File: config.mk
export PLATFORM = sky130hd
export DESIGN_NAME = dbg_mem_engine
export DESIGN_NICKNAME = d
export VERILOG_FILES = /design/src/rtl/dbg_mem_pkg.sv /design/src/rtl/dbg_lane_align.sv /design/src/rtl/dbg_burst_buf.sv /design/src/rtl/dbg_bus_seq.sv /design/src/rtl/dbg_mem_engine.sv
export SDC_FILE = /design/constraint.sdc
export NUM_CORES = 1
export LEC_CHECK = 0
export BUFFER_PORTS_ARGS = -buffer_cell sky130_fd_sc_hd__buf_2
export CAP_MARGIN = 20
export CORE_UTILIZATION = 50
export DETAILED_ROUTE_END_ITERATION = 6
export PLACE_DENSITY = 0.69
export SETUP_SLACK_MARGIN = 0.1
export SKIP_LAST_GASP = 1
export SLEW_MARGIN = 10
export SYNTH_ARGS = -nofsm -noshare
export SYNTH_HDL_FRONTEND = slang
export SYNTH_SLANG_ARGS = --single-unit
File: constraint.sdc
create_clock -name clk -period 7.38 [get_ports clk]
set_clock_uncertainty 0.05 [all_clocks]
set_input_delay 2.214 -clock clk [delete_from_list [all_inputs] [get_ports clk]]
set_output_delay 2.214 -clock clk [all_outputs]
set_load 0.005 [all_outputs]
File: src/rtl/dbg_mem_pkg.sv
package dbg_mem_pkg;

  localparam logic [3:0] IDX_CTRL = 4'h7;
  localparam logic [3:0] IDX_ADDR = 4'h9;
  localparam logic [3:0] IDX_DATA = 4'hA;
  localparam int         CNT_W    = 14;
  localparam logic [2:0] SZ_DWORD = 3'b011;

  typedef enum logic [1:0] {ST_IDLE, ST_ARB, ST_XFER} seq_state_t;

  typedef struct packed {
    logic [2:0]       map_sel;
    logic [1:0]       prio;
    logic             wr_dir;
    logic [2:0]       size;
    logic [CNT_W-1:0] count;
    logic             burst_en;
  } ctrl_t;

  function automatic logic [31:0] swap32(input logic [31:0] w);
    return {w[7:0], w[15:8], w[23:16], w[31:24]};
  endfunction

  // Select the addressed lane of a big-endian double-word and right-justify it
  function automatic logic [31:0] pick_lane(input logic [63:0] dw,
                                            input logic [2:0]  off,
                                            input logic [1:0]  size);
    logic [2:0]  base;
    logic [63:0] sh;
    logic [31:0] sw;
    case (size)
      2'd0:    base = off;
      2'd1:    base = {off[2:1], 1'b0};
      default: base = {off[2], 2'b00};
    endcase
    sh = dw << {base, 3'b000};
    sw = swap32(sh[63:32]);
    case (size)
      2'd0:    return {24'h0, sw[7:0]};
      2'd1:    return {16'h0, sw[15:0]};
      default: return sw;
    endcase
  endfunction

  function automatic int unsigned beat_total(input logic [2:0]       size,
                                             input logic [CNT_W-1:0] count,
                                             input logic             burst_en,
                                             input int unsigned      max_beats);
    int unsigned n;
    n = 32'(count);
    if (size != SZ_DWORD || !burst_en || n <= 1) return 1;
    if (n > max_beats) return max_beats;
    return n;
  endfunction

endpackage

File: src/rtl/dbg_lane_align.sv
module dbg_lane_align
  import dbg_mem_pkg::*;
(
  input  logic [63:0] dword,
  input  logic [2:0]  offset,
  input  logic [1:0]  size,
  output logic [31:0] word
);
  assign word = pick_lane(dword, offset, size);
endmodule

File: src/rtl/dbg_burst_buf.sv
module dbg_burst_buf
  import dbg_mem_pkg::*;
#(
  parameter int MAX_BEATS = 4,
  localparam int WORDS    = 2 * MAX_BEATS,
  localparam int PTR_W    = $clog2(WORDS),
  localparam int BEAT_W   = $clog2(MAX_BEATS + 1)
) (
  input  logic              clk,
  input  logic              rst_n,
  input  logic              wr_en,
  input  logic [BEAT_W-1:0] wr_beat,
  input  logic [63:0]       wr_dword,
  input  logic              clr,
  input  logic              adv,
  output logic [31:0]       rd_word,
  output logic [PTR_W-1:0]  rd_ptr
);
  logic [31:0] words_q [WORDS];

  for (genvar w = 0; w < WORDS; w++) begin : g_word
    always_ff @(posedge clk or negedge rst_n) begin
      if (!rst_n) begin
        words_q[w] <= '0;
      end else if (wr_en && wr_beat == BEAT_W'(w / 2)) begin
        words_q[w] <= swap32((w % 2 == 0) ? wr_dword[63:32] : wr_dword[31:0]);
      end
    end
  end

  always_ff @(posedge clk or negedge rst_n) begin
    if (!rst_n) begin
      rd_ptr <= '0;
    end else if (clr) begin
      rd_ptr <= '0;
    end else if (adv) begin
      rd_ptr <= (rd_ptr == PTR_W'(WORDS - 1)) ? '0 : rd_ptr + PTR_W'(1);
    end
  end

  assign rd_word = words_q[rd_ptr];
endmodule

File: src/rtl/dbg_bus_seq.sv
module dbg_bus_seq
  import dbg_mem_pkg::*;
#(
  parameter int ADDR_W    = 32,
  parameter int MAX_BEATS = 4,
  localparam int BEAT_W   = $clog2(MAX_BEATS + 1)
) (
  input  logic              clk,
  input  logic              rst_n,
  input  logic              start,
  input  logic [ADDR_W-1:0] start_addr,
  input  logic [BEAT_W-1:0] start_beats,
  input  logic              bus_gnt,
  input  logic              bus_rdy,
  input  logic              bus_err,
  output logic              bus_req,
  output logic [ADDR_W-1:0] bus_addr,
  output logic              busy,
  output logic              beat_evt,
  output logic [BEAT_W-1:0] beat_idx,
  output logic              done_ok,
  output logic              fail
);
  seq_state_t        state_q;
  logic [BEAT_W-1:0] last_q;

  assign busy     = (state_q != ST_IDLE);
  assign bus_req  = busy;
  assign beat_evt = (state_q == ST_XFER) && bus_rdy && !bus_err;
  assign fail     = (state_q == ST_XFER) && bus_err;
  assign done_ok  = beat_evt && (beat_idx == last_q);

  always_ff @(posedge clk or negedge rst_n) begin
    if (!rst_n) begin
      state_q  <= ST_IDLE;
      bus_addr <= '0;
      beat_idx <= '0;
      last_q   <= '0;
    end else begin
      case (state_q)
        ST_IDLE: if (start) begin
          bus_addr <= {start_addr[ADDR_W-1:3], 3'b000};
          last_q   <= start_beats - BEAT_W'(1);
          beat_idx <= '0;
          state_q  <= ST_ARB;
        end
        ST_ARB: if (bus_gnt) state_q <= ST_XFER;
        default: begin
          if (fail || done_ok) begin
            state_q <= ST_IDLE;
          end else if (beat_evt) begin
            beat_idx <= beat_idx + BEAT_W'(1);
            bus_addr <= bus_addr + ADDR_W'(8);
          end
        end
      endcase
    end
  end
endmodule

File: src/rtl/dbg_mem_engine.sv
module dbg_mem_engine
  import dbg_mem_pkg::*;
#(
  parameter int ADDR_W    = 32,
  parameter int MAX_BEATS = 4,
  localparam int WORDS    = 2 * MAX_BEATS,
  localparam int PTR_W    = $clog2(WORDS),
  localparam int BEAT_W   = $clog2(MAX_BEATS + 1)
) (
  input  logic              clk,
  input  logic              rst_n,
  input  logic              reg_wr_en,
  input  logic              reg_rd_en,
  input  logic [3:0]        reg_idx,
  input  logic [31:0]       reg_wdata,
  output logic [31:0]       reg_rdata,
  output logic              xfer_ready,
  output logic              bus_req,
  output logic [ADDR_W-1:0] bus_addr,
  input  logic              bus_gnt,
  input  logic              bus_rdy,
  input  logic              bus_err,
  input  logic [63:0]       bus_rdata
);
  ctrl_t             ctrl_q;
  ctrl_t             ctrl_new;
  logic [ADDR_W-1:0] addr_q;
  logic              dv_q, err_q, rdy_q, buffered_q;
  logic [31:0]       hold_q, single_q;
  logic [2:0]        off_q;
  logic [1:0]        size_q;

  // named internal events
  logic              busy, start_evt, beat_evt, done_ok_evt, fail_evt;
  logic              wr_ctrl, wr_addr, data_rd_evt, adv_evt;
  logic [BEAT_W-1:0] beat_idx, beats_start;
  logic [31:0]       lane_word, buf_word, data_view;
  logic [PTR_W-1:0]  rd_ptr;

  assign ctrl_new    = ctrl_t'(reg_wdata[30:7]);
  assign wr_ctrl     = reg_wr_en && reg_idx == IDX_CTRL && !busy;
  assign wr_addr     = reg_wr_en && reg_idx == IDX_ADDR && !busy;
  assign start_evt   = wr_ctrl && reg_wdata[31];
  assign data_rd_evt = reg_rd_en && reg_idx == IDX_DATA;
  assign adv_evt     = data_rd_evt && !busy && buffered_q;
  assign beats_start = BEAT_W'(beat_total(ctrl_new.size, ctrl_new.count,
                                          ctrl_new.burst_en, MAX_BEATS));

  dbg_bus_seq #(.ADDR_W(ADDR_W), .MAX_BEATS(MAX_BEATS)) u_seq (
    .clk(clk), .rst_n(rst_n),
    .start(start_evt), .start_addr(addr_q), .start_beats(beats_start),
    .bus_gnt(bus_gnt), .bus_rdy(bus_rdy), .bus_err(bus_err),
    .bus_req(bus_req), .bus_addr(bus_addr), .busy(busy),
    .beat_evt(beat_evt), .beat_idx(beat_idx),
    .done_ok(done_ok_evt), .fail(fail_evt)
  );

  dbg_burst_buf #(.MAX_BEATS(MAX_BEATS)) u_buf (
    .clk(clk), .rst_n(rst_n),
    .wr_en(beat_evt && buffered_q), .wr_beat(beat_idx), .wr_dword(bus_rdata),
    .clr(start_evt), .adv(adv_evt),
    .rd_word(buf_word), .rd_ptr(rd_ptr)
  );

  dbg_lane_align u_align (
    .dword(bus_rdata), .offset(off_q), .size(size_q), .word(lane_word)
  );

  assign data_view  = busy ? hold_q : (buffered_q ? buf_word : single_q);
  assign xfer_ready = rdy_q;

  always_comb begin
    case (reg_idx)
      IDX_CTRL: reg_rdata = {1'b0, ctrl_q, 5'b0, err_q, dv_q};
      IDX_ADDR: reg_rdata = 32'(addr_q);
      IDX_DATA: reg_rdata = data_view;
      default:  reg_rdata = '0;
    endcase
  end

  always_ff @(posedge clk or negedge rst_n) begin
    if (!rst_n) begin
      ctrl_q     <= '0;
      addr_q     <= '0;
      dv_q       <= 1'b0;
      err_q      <= 1'b0;
      rdy_q      <= 1'b0;
      buffered_q <= 1'b0;
      hold_q     <= '0;
      single_q   <= '0;
      off_q      <= '0;
      size_q     <= '0;
    end else begin
      if (wr_addr) addr_q <= reg_wdata[ADDR_W-1:0];
      if (wr_ctrl) ctrl_q <= ctrl_new;
      if (start_evt) begin
        dv_q       <= 1'b0;
        err_q      <= 1'b0;
        rdy_q      <= 1'b0;
        hold_q     <= data_view;
        buffered_q <= (ctrl_new.size == SZ_DWORD);
        off_q      <= addr_q[2:0];
        size_q     <= ctrl_new.size[1:0];
      end
      if (beat_evt && !buffered_q) single_q <= lane_word;
      if (done_ok_evt) begin
        dv_q  <= 1'b1;
        rdy_q <= 1'b1;
      end
      if (fail_evt) err_q <= 1'b1;
    end
  end
endmodule

# Yosys cells after proc, flatten, opt, wreduce, memory -nomap -nowiden
# Index checks and enable logic that the tools add are counted.
# totals
ff_bits	427
in_bits	107
output_inout_bits	66
wordCells	123
# op_classes
add_sub_neg	4
order_cmp	3
eq_ne	16
shift	1
mux	33
bitwise	2
reduce_logical	37
# ops
op	count
two-way mux 32 bit	7
one-hot mux 32 bit (2 select lines)	2
binary-select mux 32 bit (select 3 bit)	1
one-hot mux 32 bit (3 select lines)	1
left shift 64 x 6 -> 64 bit	1
adder 32 x 4 -> 32 bit (second input constant)	1
two-way mux 3 bit	9
logical AND 1 bit	18
greater-than comparator 14 x 3 -> 1 bit (second input constant)	1
less-or-equal comparator 14 x 1 -> 1 bit (second input constant)	1
nonzero test 2 bit	5
== test 3 x 2 -> 1 bit (second input constant)	3
== test 4 bit (second input constant)	2
one-hot mux 2 bit (2 select lines)	2
two-way mux 1 bit	7
adder 3 x 1 -> 3 bit (second input constant)	2
two-way mux 2 bit	3
inequality test 2 bit (second input constant)	3
one-hot mux 3 bit (2 select lines)	1
== test 2 x 1 -> 1 bit (second input constant)	2
== test 4 x 3 -> 1 bit (second input constant)	1
greater-or-equal comparator 4 bit (second input constant)	1
zero test 1 bit	4
zero test 2 bit	2
other kinds (14)	16

# Logic depth before layout (Yosys ltp)
# Gate-level depths: netlist (run 1).
# logic_depth
word_depth	8
ltp_mapped	8
depth_no_buf	6

# Modules after synthesis
# From an unflattened synthesis (run 1), not the netlist that was laid out.
# unflattened
hier_cells	1612
area_unflattened_um2	21329.2
# modules_own_cells
mod	n_inst	cells_per_inst	area_per_inst_um2	seq_area_each_um2
dbg_burst_buf	1	671	11567.3	6481.2
dbg_mem_engine	1	478	6216.0	3203.1
dbg_bus_seq	1	263	2317.2	925.9
dbg_lane_align	1	200	1228.7	0.0

# Worst setup path before layout (run 1)
# Ideal clock, no wire load.
# synth_path
path_kind	input to output
start	input reg_idx[2]
end	output reg_rdata[0]
t_arrival_ns	3.178
path_slack_ns	1.938
path_stages	5
path_buffers	2
cell_sequence	nand4bb_1 > or2_2 > clkbuf_1 > clkbuf_1 > o21ai_0
# synth_between
elab_chain_len	2
word_cells_on_any_way	4
# synth_rtl
element	line_no	rtl
start: declaration	dbg_mem_engine.sv:14	input logic [3:0] reg_idx,
== test 4 bit / == test 4 x 3 -> 1 bit (equally long branches)	dbg_mem_engine.sv:73	case (reg_idx)
one-hot mux 32 bit (3 select lines) (*)	dbg_mem_engine.sv:73	
end: declaration	dbg_mem_engine.sv:16	output logic [31:0] reg_rdata,
# Every way passes the cells marked *; elsewhere a longest branch is shown, timed or not.

# Worst setup path after layout (run 1)
# layout_path
start	input reg_idx[2]
end	output reg_rdata[7]
# Same word-level chain as after synthesis.

==> tab_implementation.tex, run 1 <==
\begin{tabular}{lr}
\hline
Metric & Value \\
\hline
\multicolumn{2}{l}{\textbf{Global routing}} \\
\quad Remaining Overflow, GRT & 0 \\
\quad Maximum number of pins on one net before global-route repair & 122 \\
\quad Vias in the first global route & 14440 \\
\quad GRT Resource Usage Total & 26.99\% \\
\quad First-pass GRT wire length & 86.53 mm \\
\quad Initial antenna violation count & 8 \\
\multicolumn{2}{l}{\textbf{Routing}} \\
\quad Final Routed Wirelength & 55.33 mm \\
\quad Number of vias per cell & 6.277 \\
\quad Count of antenna-violating nets left after detailed routing & 0 \\
\quad Avg WL per Cell & 24.21 um \\
\quad Residual DRC count & 26 \\
\quad Number of DRC markers after the initial detailed-route iteration & 1309 \\
\quad Total vias in the final route & 14350 \\
\quad DRT Pass-1 Iters & 7 \\
\multicolumn{2}{l}{\textbf{STA}} \\
\quad Period Utilization, post-route & 80.88\% \\
\quad Slew headroom & 24.75\% \\
\quad Highest achievable clock rate & 167.5 MHz \\
\quad Unrepaired setup endpoints after global routing & no \\
\quad Final period demand of the worst path & 5969 ps \\
\quad Setup TNS & 0 ps \\
\quad Pins Over Slew Limit & 0 \\
\quad Pin slew with the least headroom to its limit & 1125 ps \\
\quad Hold Vio Cnt, Final & 0 \\
\quad Final setup violation count & 0 \\
\multicolumn{2}{l}{\textbf{Status}} \\
\quad Violated checks & DRC \\
\quad Result of the run & complete, but fails checks \\
\multicolumn{2}{l}{\textbf{Worst setup path}} \\
\quad End of the worst register-to-register path & u\_seq.bus\_addr[16] \\
\quad Depth of the most critical reg-to-reg path & 7 \\
\quad Arrival time reported for the critical path endpoint & 3710 ps \\
\quad Critical Path Sink Type & output port \\
\quad Setup Crit Path Kind & in -> out \\
\quad Register-to-register path setup slack & 4490 ps \\
\quad Reg2Reg Launch Point & u\_seq.state\_q[1] \\
\quad Biggest fanout along the worst timing path & 34 \\
\quad Launching element type of the critical path & input pin \\
\quad Worst EP required & 5120 ps \\
\multicolumn{2}{l}{\textbf{Clock tree}} \\
\quad Clock tree from TritonCTS & built \\
\quad Post-CTS Setup Inserts & 0 \\
\quad Number of sinks on the clock net & 424 \\
\quad Number of buffers inserted for hold repair after clock tree synthesis & 0 \\
\quad Gates resized, CTS repair & 0 \\
\quad Depth of the CTS H-tree & 2 \\
\quad Clk\_lat worst skew & 560 ps \\
\quad Clock Tree Root & sky130\_fd\_sc\_hd\_\_clkbuf\_16 \\
\quad Buffer levels on the longest clock path & 3 \\
\quad CTS buffer count & 45 \\
\quad Clock slew at the register clock pins of the worst setup and hold paths & 60 ps \\
\multicolumn{2}{l}{\textbf{Placement}} \\
\quad Post-DP HPWL & 37.13 mm \\
\quad Post-placement cell area & 0.02175 mm\^{}2 \\
\quad Number of buffers inserted by port buffering & 169 \\
\quad Final Wtd Congestion & 0.9650 \\
\quad DP Cell Count & 2200 \\
\multicolumn{2}{l}{\textbf{Floorplanning}} \\
\quad Core Box Area & 0.04019 mm\^{}2 \\
\quad Die W & 204.9 um \\
\quad Area of the die & 0.04197 mm\^{}2 \\
\quad \# IOs & 173 \\
\quad Initial cell density of the core & 51.20\% \\
\quad Die Height & 204.9 um \\
\quad Site Rows & 73 \\
\multicolumn{2}{l}{\textbf{Logic synthesis}} \\
\quad Unique cell type count in the Yosys netlist & 69 \\
\quad Number of flops mapped to enable cells by yosys & 0 \\
\quad Post-synthesis sequential area ratio & 51.56\% \\
\quad Warnings, synthesis & 0 \\
\quad Mean Syn Cell Area & 12.84 um\^{}2 \\
\quad Most area-hungry cell type in the Yosys netlist & sky130\_fd\_sc\_hd\_\_dfrtp\_1 \\
\quad Share of the synthesized area in the top cell type & 51.56\% \\
\quad Commonest register cell after synthesis & sky130\_fd\_sc\_hd\_\_dfrtp\_1 \\
\quad Number of standard cells after synthesis & 1603 \\
\quad Netlist area before placement & 0.02058 mm\^{}2 \\
\quad Register bit total from synthesis & 424 \\
\quad Ys async rst share & 100.0\% \\
\quad Cells taking the most area after synthesis & sky130\_fd\_sc\_hd\_\_dfrtp\_1, sky130\_fd\_sc\_hd\_\_mux2\_1, sky130\_fd\_sc\_hd\_\_mux4\_2 \\
\multicolumn{2}{l}{\textbf{Final layout}} \\
\quad Most frequent cells in the layout & sky130\_fd\_sc\_hd\_\_dfrtp\_1, sky130\_fd\_sc\_hd\_\_mux2\_1, sky130\_fd\_sc\_hd\_\_nand2\_1 \\
\quad Final Net Count & 1841 \\
\quad Commonest non-fill, non-tap cell in the layout & sky130\_fd\_sc\_hd\_\_dfrtp\_1 \\
\quad Area added between synthesis and finish & 13.71\% \\
\quad Final core area utilization & 58.23\% \\
\quad Area of all placed cells without fillers & 0.02340 mm\^{}2 \\
\quad Cell Count, Final, Fillers Out & 2286 \\
\quad Share of final-layout standard cells stronger than drive strength 1 & 28.88\% \\
\multicolumn{2}{l}{\textbf{Power and ir drop}} \\
\quad Worst IR Drop VDD & 0.1567 mV \\
\quad Total chip power & 0.005768 W \\
\quad Static power due to leakage & 11.10 nW \\
\quad PD cells & 246.5 mW/mm\^{}2 \\
\multicolumn{2}{l}{\textbf{Min path}} \\
\quad Min-Delay Endpoint & single\_q[1] \\
\quad Number of cells traversed by the worst hold path & 2 \\
\quad Hold/Removal Path Class & reg -> reg \\
\quad Worst hold path startpoint & single\_q[1] \\
\multicolumn{2}{l}{\textbf{Job}} \\
\quad Count of max-cap constraint violations & 0 \\
\hline
\end{tabular}
-- report_power, final --
group	internal (W)	leakage [nW]	switching [W]
clock	0.00147	0.787	0.000948
combinational	0.000287	4.57	0.000389
sequential	0.00250	5.74	0.000179
total	0.00425	11.1	0.00152
-- layer usage --
metal	part of all wire (%)	GRT usage (%)	vias up
met1	42	37.36	7339
met2	47	42.22	653
met3	8.5	6.188	122
met4	2.8	8.571	14
met5	0.16	0	-
li1	-	-	6221
-- sequential cells by signal, indices dropped and copies added, names as in the netlist, 24 cells and up --
name            cells
u_buf.words_q     256
ctrl_q             24
addr_q             32
u_seq.bus_addr     29
hold_q             32
single_q           32
-- worst max-delay path by stage --
stage	cells after the start	start	endpoint	slack (ps)
floorplan	5	reg_idx[2]	reg_rdata[0]	1940
global placement	5	reg_idx[3]	reg_rdata[7]	1190
detailed placement	5	reg_idx[3]	reg_rdata[7]	1120
CTS	5	reg_idx[3]	reg_rdata[7]	1140
global route	5	reg_idx[2]	reg_rdata[7]	1340
finish	5	reg_idx[2]	reg_rdata[7]	1410
-- cells in the mapped netlist, types with 6 or more instances --
cell type                    n
sky130_fd_sc_hd__ha_1        9
sky130_fd_sc_hd__nand3_1    23
sky130_fd_sc_hd__a31oi_1    11
sky130_fd_sc_hd__mux2_1    180
sky130_fd_sc_hd__and3_1      6
sky130_fd_sc_hd__mux4_2     85
sky130_fd_sc_hd__nand2b_1    7
sky130_fd_sc_hd__a21oi_1    37
sky130_fd_sc_hd__buf_2      51
sky130_fd_sc_hd__o221ai_1    6
sky130_fd_sc_hd__dfrtp_1   424
sky130_fd_sc_hd__buf_1       8
sky130_fd_sc_hd__buf_4      13
sky130_fd_sc_hd__clkbuf_1   47
sky130_fd_sc_hd__mux2_2    131
sky130_fd_sc_hd__o21ai_0   131
sky130_fd_sc_hd__a222oi_1   26
sky130_fd_sc_hd__o22ai_1    18
sky130_fd_sc_hd__mux2i_1    53
sky130_fd_sc_hd__inv_1      11
sky130_fd_sc_hd__nor3_1      9
sky130_fd_sc_hd__nand2_1   177
sky130_fd_sc_hd__nor2_1     34
sky130_fd_sc_hd__a22o_1     18
sky130_fd_sc_hd__a22oi_1     7
sky130_fd_sc_hd__nand4_1     8
-- area by class of cell --
cell class              count  area, um^2
clock buffers              58        1277
repair buffers            195        1124
fillers                  3258       16790
flip-flops and latches    424       10620
inverters                  11       41.29
well taps                 525       656.9
diodes                      2       5.005
multi-input cells        1048        9376
clock inverters            23       300.3
-- critical path, cell delays in order --
cell	delay [ps]
sky130_fd_sc_hd__buf_2	120
sky130_fd_sc_hd__nand4bb_1	240
sky130_fd_sc_hd__or2_2	580
sky130_fd_sc_hd__o21ai_0	360
sky130_fd_sc_hd__buf_2	170
-- stage by stage --
stage                     hold slack, ps  setup slack (ps)
after global routing               451.3              1343
after global placement             407.1              1192
after detailed placement           409.6              1123
after CTS                          429.9              1140
final                              428.6              1411
after floorplan                    383.4              1938
-- logic make-up after synthesis --
kind of cell | count (synthesis) | synth area share [%]
AO/OA/AOI/OAI | 288 | 8.871
XOR/XNOR | 4 | 0.1703
adder cells (fa/ha/maj) | 9 | 0.5472
buffers and inverters | 133 | 3.083
flip-flops | 424 | 51.56
multiplexers | 452 | 29.28
other | 1 | 0.01822
AND/OR/NAND/NOR | 292 | 6.469
Note: power is estimated with default switching activity, not from simulation.
==> run 2, diff against run 1 <==
--- a/config.mk
+++ b/config.mk
@@ -5,11 +5,12 @@
 export SDC_FILE = /design/constraint.sdc
 export NUM_CORES = 1
 export LEC_CHECK = 0
+export ABC_AREA = 1
 export BUFFER_PORTS_ARGS = -buffer_cell sky130_fd_sc_hd__buf_2
 export CAP_MARGIN = 20
 export CORE_UTILIZATION = 50
 export DETAILED_ROUTE_END_ITERATION = 6
-export PLACE_DENSITY = 0.69
+export PLACE_DENSITY = 0.71
 export SETUP_SLACK_MARGIN = 0.1
 export SKIP_LAST_GASP = 1
 export SLEW_MARGIN = 10
==> constraint.sdc (replaced) <==
create_clock -name clk -period 4.8 [get_ports clk]
set_clock_uncertainty 0.05 [all_clocks]
set_input_delay 1.44 -clock clk [delete_from_list [all_inputs] [get_ports clk]]
set_output_delay 1.44 -clock clk [all_outputs]
set_load 0.005 [all_outputs]
==> run 2 against run 1 <==
Net effect: the flow now finishes without violations; worst setup slack got worse by 1000 ps; register-to-register slack worse by 3000 ps; largest cell class unchanged; sequential power increased by 75%; largest power group unchanged; die area is 9.8% higher; area after synthesis grew 9.9%; utilization down 1.2 points; global-route usage grew 5.3 points; flip-flop and latch count unchanged; hold slack got worse by 6.0 ps; sequential share of layout area fell by 3.5 points; wire length up 33%; clock power is 44% higher.
==> tab_implementation.tex, run 2 <==
\begin{tabular}{lr}
\hline
Metric & Value \\
\hline
\multicolumn{2}{l}{\textbf{Status}} \\
\quad Result of the run & complete, no violations (was complete, but fails checks) \\
\multicolumn{2}{l}{\textbf{Power and ir drop}} \\
\quad Sequential cell fraction of total power & 36.7\% (was 46.4\%) \\
\quad Static power due to leakage & 12.73 nW (was 11.10 nW) \\
\quad Share of total power in the clock network & 27.1\% (was 41.8\%) \\
\quad Design internal power & 0.007535 W (was 0.004251 W) \\
\quad Worst IR Drop VDD & 0.2729 mV (was 0.1567 mV) \\
\quad Net switching fraction of the power & 40.94\% (was 26.29\%) \\
\quad Switching power summed over all nets & 0.005224 W (was 0.001516 W) \\
\quad Gate power share & 36.2\% (was 11.7\%) \\
\quad PD cells & 503.8 mW/mm\^{}2 (was 246.5 mW/mm\^{}2) \\
\multicolumn{2}{l}{\textbf{Job}} \\
\quad Count of max-cap constraint violations & 0 (unchanged) \\
\multicolumn{2}{l}{\textbf{Floorplanning}} \\
\quad Site Rows & 77 (was 73) \\
\quad Initial cell density of the core & 50.91\% (was 51.20\%) \\
\quad \# IOs & 173 (unchanged) \\
\quad Die Height & 214.7 um (was 204.9 um) \\
\quad Area of the die & 0.04608 mm\^{}2 (was 0.04197 mm\^{}2) \\
\quad Die W & 214.7 um (was 204.9 um) \\
\quad Core Box Area & 0.04441 mm\^{}2 (was 0.04019 mm\^{}2) \\
\multicolumn{2}{l}{\textbf{Worst setup path}} \\
\quad Worst EP required & 3310 ps (was 5120 ps) \\
\quad Biggest fanout along the worst timing path & 33 (was 34) \\
\quad Arrival time reported for the critical path endpoint & 2930 ps (was 3710 ps) \\
\quad Launching element type of the critical path & flip-flop (was input pin) \\
\quad Critical path's largest stage delay & 430 ps (was 580 ps) \\
\quad Cell family contributing the most delay on the critical path & simple AND/OR/NAND/NOR gates (unchanged) \\
\quad Highest-delay cell along the critical path & sky130\_fd\_sc\_hd\_\_dfrtp\_4 (was sky130\_fd\_sc\_hd\_\_or2\_2) \\
\quad Setup Crit Path Kind & reg -> out (was in -> out) \\
\quad Critical Path Sink Type & output port (unchanged) \\
\quad Combined buffer and inverter count along the critical path & 3 (was 2) \\
\quad Worst-path cell chain & clkinv\_2, buf\_4, or2\_2, nand2\_1, nand3\_1, nand3\_1, nand2\_1, nand3\_1, nand2\_1, buf\_2 (was buf\_2, nand4bb\_1, or2\_2, o21ai\_0, buf\_2) \\
\quad Timing startpoint of the critical path & u\_buf.rd\_ptr[0] (was reg\_idx[2]) \\
\quad Reg2Reg Launch Point & u\_seq.state\_q[0] (was u\_seq.state\_q[1]) \\
\multicolumn{2}{l}{\textbf{Logic synthesis}} \\
\quad Cells taking the most area after synthesis & sky130\_fd\_sc\_hd\_\_dfrtp\_1, sky130\_fd\_sc\_hd\_\_nand2\_1, sky130\_fd\_sc\_hd\_\_nand3\_1 (was sky130\_fd\_sc\_hd\_\_dfrtp\_1, sky130\_fd\_sc\_hd\_\_mux2\_1, sky130\_fd\_sc\_hd\_\_mux4\_2) \\
\quad Most numerous cell types in the synthesized netlist & sky130\_fd\_sc\_hd\_\_nand2\_1, sky130\_fd\_sc\_hd\_\_dfrtp\_1, sky130\_fd\_sc\_hd\_\_inv\_1, sky130\_fd\_sc\_hd\_\_nand3\_1, sky130\_fd\_sc\_hd\_\_o21ai\_1 (was sky130\_fd\_sc\_hd\_\_dfrtp\_1, sky130\_fd\_sc\_hd\_\_mux2\_1, sky130\_fd\_sc\_hd\_\_nand2\_1, sky130\_fd\_sc\_hd\_\_mux2\_2, sky130\_fd\_sc\_hd\_\_o21ai\_0) \\
\quad Ys async rst share & 100.0\% (unchanged) \\
\quad Unique cell type count in the Yosys netlist & 36 (was 69) \\
\quad Netlist area before placement & 0.02261 mm\^{}2 (was 0.02058 mm\^{}2) \\
\quad Mean Syn Cell Area & 7.154 um\^{}2 (was 12.84 um\^{}2) \\
\quad Most frequently used cell type in the post-synthesis netlist & sky130\_fd\_sc\_hd\_\_nand2\_1 (was sky130\_fd\_sc\_hd\_\_dfrtp\_1) \\
\quad Post-synthesis sequential area ratio & 46.92\% (was 51.56\%) \\
\quad Share of the synthesized area in the top cell type & 46.92\% (was 51.56\%) \\
\quad Warnings, synthesis & 0 (unchanged) \\
\quad Number of flops mapped to enable cells by yosys & 0 (unchanged) \\
\quad Commonest register cell after synthesis & sky130\_fd\_sc\_hd\_\_dfrtp\_1 (unchanged) \\
\quad Register bit total from synthesis & 424 (unchanged) \\
\quad Number of standard cells after synthesis & 3161 (was 1603) \\
\quad Most area-hungry cell type in the Yosys netlist & sky130\_fd\_sc\_hd\_\_dfrtp\_1 (unchanged) \\
\multicolumn{2}{l}{\textbf{Final layout}} \\
\quad Share of final-layout standard cells stronger than drive strength 1 & 11.39\% (was 28.88\%) \\
\quad Commonest non-fill, non-tap cell in the layout & sky130\_fd\_sc\_hd\_\_nand2\_1 (was sky130\_fd\_sc\_hd\_\_dfrtp\_1) \\
\quad Max FFs per register & 256 (unchanged) \\
\quad Largest register by flop count & u\_buf.words\_q (unchanged) \\
\quad Final Net Count & 3351 (was 1841) \\
\quad Area of all placed cells without fillers & 0.02533 mm\^{}2 (was 0.02340 mm\^{}2) \\
\quad Final core area utilization & 57.02\% (was 58.23\%) \\
\quad Area added between synthesis and finish & 12.00\% (was 13.71\%) \\
\quad Cell Count, Final, Fillers Out & 3862 (was 2286) \\
\quad Most frequent cells in the layout & sky130\_fd\_sc\_hd\_\_nand2\_1, sky130\_fd\_sc\_hd\_\_dfrtp\_1, sky130\_fd\_sc\_hd\_\_inv\_1 (was sky130\_fd\_sc\_hd\_\_dfrtp\_1, sky130\_fd\_sc\_hd\_\_mux2\_1, sky130\_fd\_sc\_hd\_\_nand2\_1) \\
\multicolumn{2}{l}{\textbf{Clock tree}} \\
\quad Clock tree from TritonCTS & built (unchanged) \\
\quad Number of sinks on the clock net & 424 (unchanged) \\
\quad Gates resized, CTS repair & 0 (unchanged) \\
\quad Clock Tree Root & sky130\_fd\_sc\_hd\_\_clkbuf\_16 (unchanged) \\
\quad Clock slew at the register clock pins of the worst setup and hold paths & 60 ps (about the same) \\
\quad Depth of the CTS H-tree & 2 (unchanged) \\
\quad Clk\_lat worst skew & 590 ps (was 560 ps) \\
\quad CTS buffer count & 46 (was 45) \\
\quad Post-CTS Setup Inserts & 0 (unchanged) \\
\quad Number of buffers inserted for hold repair after clock tree synthesis & 0 (unchanged) \\
\quad Buffer levels on the longest clock path & 3 (unchanged) \\
\multicolumn{2}{l}{\textbf{STA}} \\
\quad Pins Over Slew Limit & 0 (unchanged) \\
\quad Hold Vio Cnt, Final & 0 (unchanged) \\
\quad Unrepaired setup endpoints after global routing & no (unchanged) \\
\quad Highest achievable clock rate & 226.2 MHz \\
\quad Setup TNS & 0 ps (unchanged) \\
\quad Final period demand of the worst path & 4420 ps \\
\quad Slew headroom & 29.82\% (was 24.75\%) \\
\quad Period Utilization, post-route & 92.08\% \\
\quad Final setup violation count & 0 (unchanged) \\
\quad Pin slew with the least headroom to its limit & 1053 ps (was 1125 ps) \\
\multicolumn{2}{l}{\textbf{Placement}} \\
\quad Post-DP HPWL & 50.25 mm (was 37.13 mm) \\
\quad Final Wtd Congestion & 0.9313 (was 0.9650) \\
\quad DP Cell Count & 3779 (was 2200) \\
\quad Post-placement cell area & 0.02387 mm\^{}2 (was 0.02175 mm\^{}2) \\
\quad Number of buffers inserted by port buffering & 169 (unchanged) \\
\multicolumn{2}{l}{\textbf{Routing}} \\
\quad Residual DRC count & 0 (was 26) \\
\quad Final Routed Wirelength & 73.52 mm (was 55.33 mm) \\
\quad Count of antenna-violating nets left after detailed routing & 0 (unchanged) \\
\quad DRT Pass-1 Iters & 6 (was 7) \\
\quad Number of DRC markers after the initial detailed-route iteration & 2477 (was 1309) \\
\quad Number of vias per cell & 5.543 (was 6.277) \\
\quad Avg WL per Cell & 19.04 um (was 24.21 um) \\
\quad Total vias in the final route & 21410 (was 14350) \\
\multicolumn{2}{l}{\textbf{Min path}} \\
\quad Worst hold path startpoint & hold\_q[21] (was single\_q[1]) \\
\quad Hold/Removal Path Class & reg -> reg (unchanged) \\
\multicolumn{2}{l}{\textbf{Global routing}} \\
\quad Met3 Usage GRT & 5.702\% (was 6.188\%) \\
\quad Met2 demand-to-capacity share in global routing & 50.26\% (was 42.22\%) \\
\quad Initial antenna violation count & 6 (was 8) \\
\quad Global routing's busiest layer & met2 (unchanged) \\
\quad Remaining Overflow, GRT & 0 (unchanged) \\
\quad First-pass GRT wire length & 115.8 mm (was 86.53 mm) \\
\quad Met1 capacity usage during global routing & 43.40\% (was 37.36\%) \\
\quad Vias in the first global route & 20540 (was 14440) \\
\quad GRT Resource Usage Total & 32.24\% (was 26.99\%) \\
\quad Maximum number of pins on one net before global-route repair & 130 (was 122) \\
\hline
\end{tabular}
[run 2: cell types whose count changed in the layout (fill, tap and decap cells not counted), sizes merged, moves of 20 or more]
cell | previous run | this run
nand2 | 180 | 1074
inv | 12 | 376
nand3 | 23 | 346
mux2 | 311 | 7
o21ai | 134 | 408
nor2 | 36 | 161
mux4 | 88 | 0
or2 | 2 | 58
mux2i | 53 | 0
a222oi | 26 | 0
o211ai | 3 | 23
[run 2: layout make-up]
class,instances,area [um^2]
Timing Repair Buffer,211,1284
Clock buffer,68,1325
Inverter,377,1416
Sequential cell,424,10620
Tap cell,592,740.7
Fill cell,4231,19090
Multi-Input combinational cell,2175,9817
Clock inverter,11,117.6
Antenna cell,4,10.01
[run 2: final timing paths]
path | end | slack, ps | depth (start not counted)
min reg2reg | hold_q[21] | 420 | 2
max reg2reg | u_seq.bus_addr[5] | 1470 | 10
max | reg_rdata[7] | 380 | 10
min in group asynchronous | u_buf.words_q[55] | 840 | 1
min | hold_q[21] | 420 | 2
max in group asynchronous | u_buf.words_q[121] | 2890 | 2
[run 2: cells by family (layout without fill, tap and decap cells)]
| kind of cell | count (synthesis) | in the layout | share of synthesized area, % |
|---|---|---|---|
| xor gates and xnor gates | 2 | 2 | 0.07748 |
| adders and majority gates | 9 | 9 | 0.4980 |
| and+or+nand+nor | 1649 | 1649 | 30.34 |
| buffers and inverters | 564 | 667 | 9.932 |
| DFF | 424 | 424 | 46.92 |
| muxes | 7 | 7 | 0.3486 |
| other | 1 | 7 | 0.01658 |
| AOI/OAI and AO/OA | 505 | 505 | 11.87 |
[run 2: through the flow]
step	worst slack (ps)	hold slack, ps	total power, W
finish	380.0	422.6	0.01276
global route	231.0	446.0	0.01346
CTS	396.2	425.5	0.01271
detailed placement	503.6	409.5	0.009226
global placement	529.6	403.7	0.009177
floorplan	942.7	391.7	0.007450
[run 2: power by group through the flow]
stage / sequential [W] / combinational, W / clock [W]
6_report: 0.00468 / 0.00461 / 0.00346
3_3_place_gp: 0.00471 / 0.00446 / 0
2_1_floorplan: 0.00444 / 0.00301 / 0
3_5_place_dp: 0.00472 / 0.00451 / 0
5_1_grt: 0.00472 / 0.00509 / 0.00364
4_1_cts: 0.00466 / 0.00453 / 0.00352
[run 2: worst register-to-register path: cells and delay by family (launching register included)]
| family | cells | cell delay [ps] |
|---|---|---|
| buffers and inverters | 3 | 1410 |
| and+or+nand+nor | 6 | 1220 |
| DFF | 1 | 450 |
| AOI/OAI and AO/OA | 1 | 80 |
[run 2: routing by layer]
layer,vias to the layer above,wire length [um]
li1,10110,-
met1,10190,30980
met2,913,33270
met3,186,5762
met4,4,3482
met5,-,23
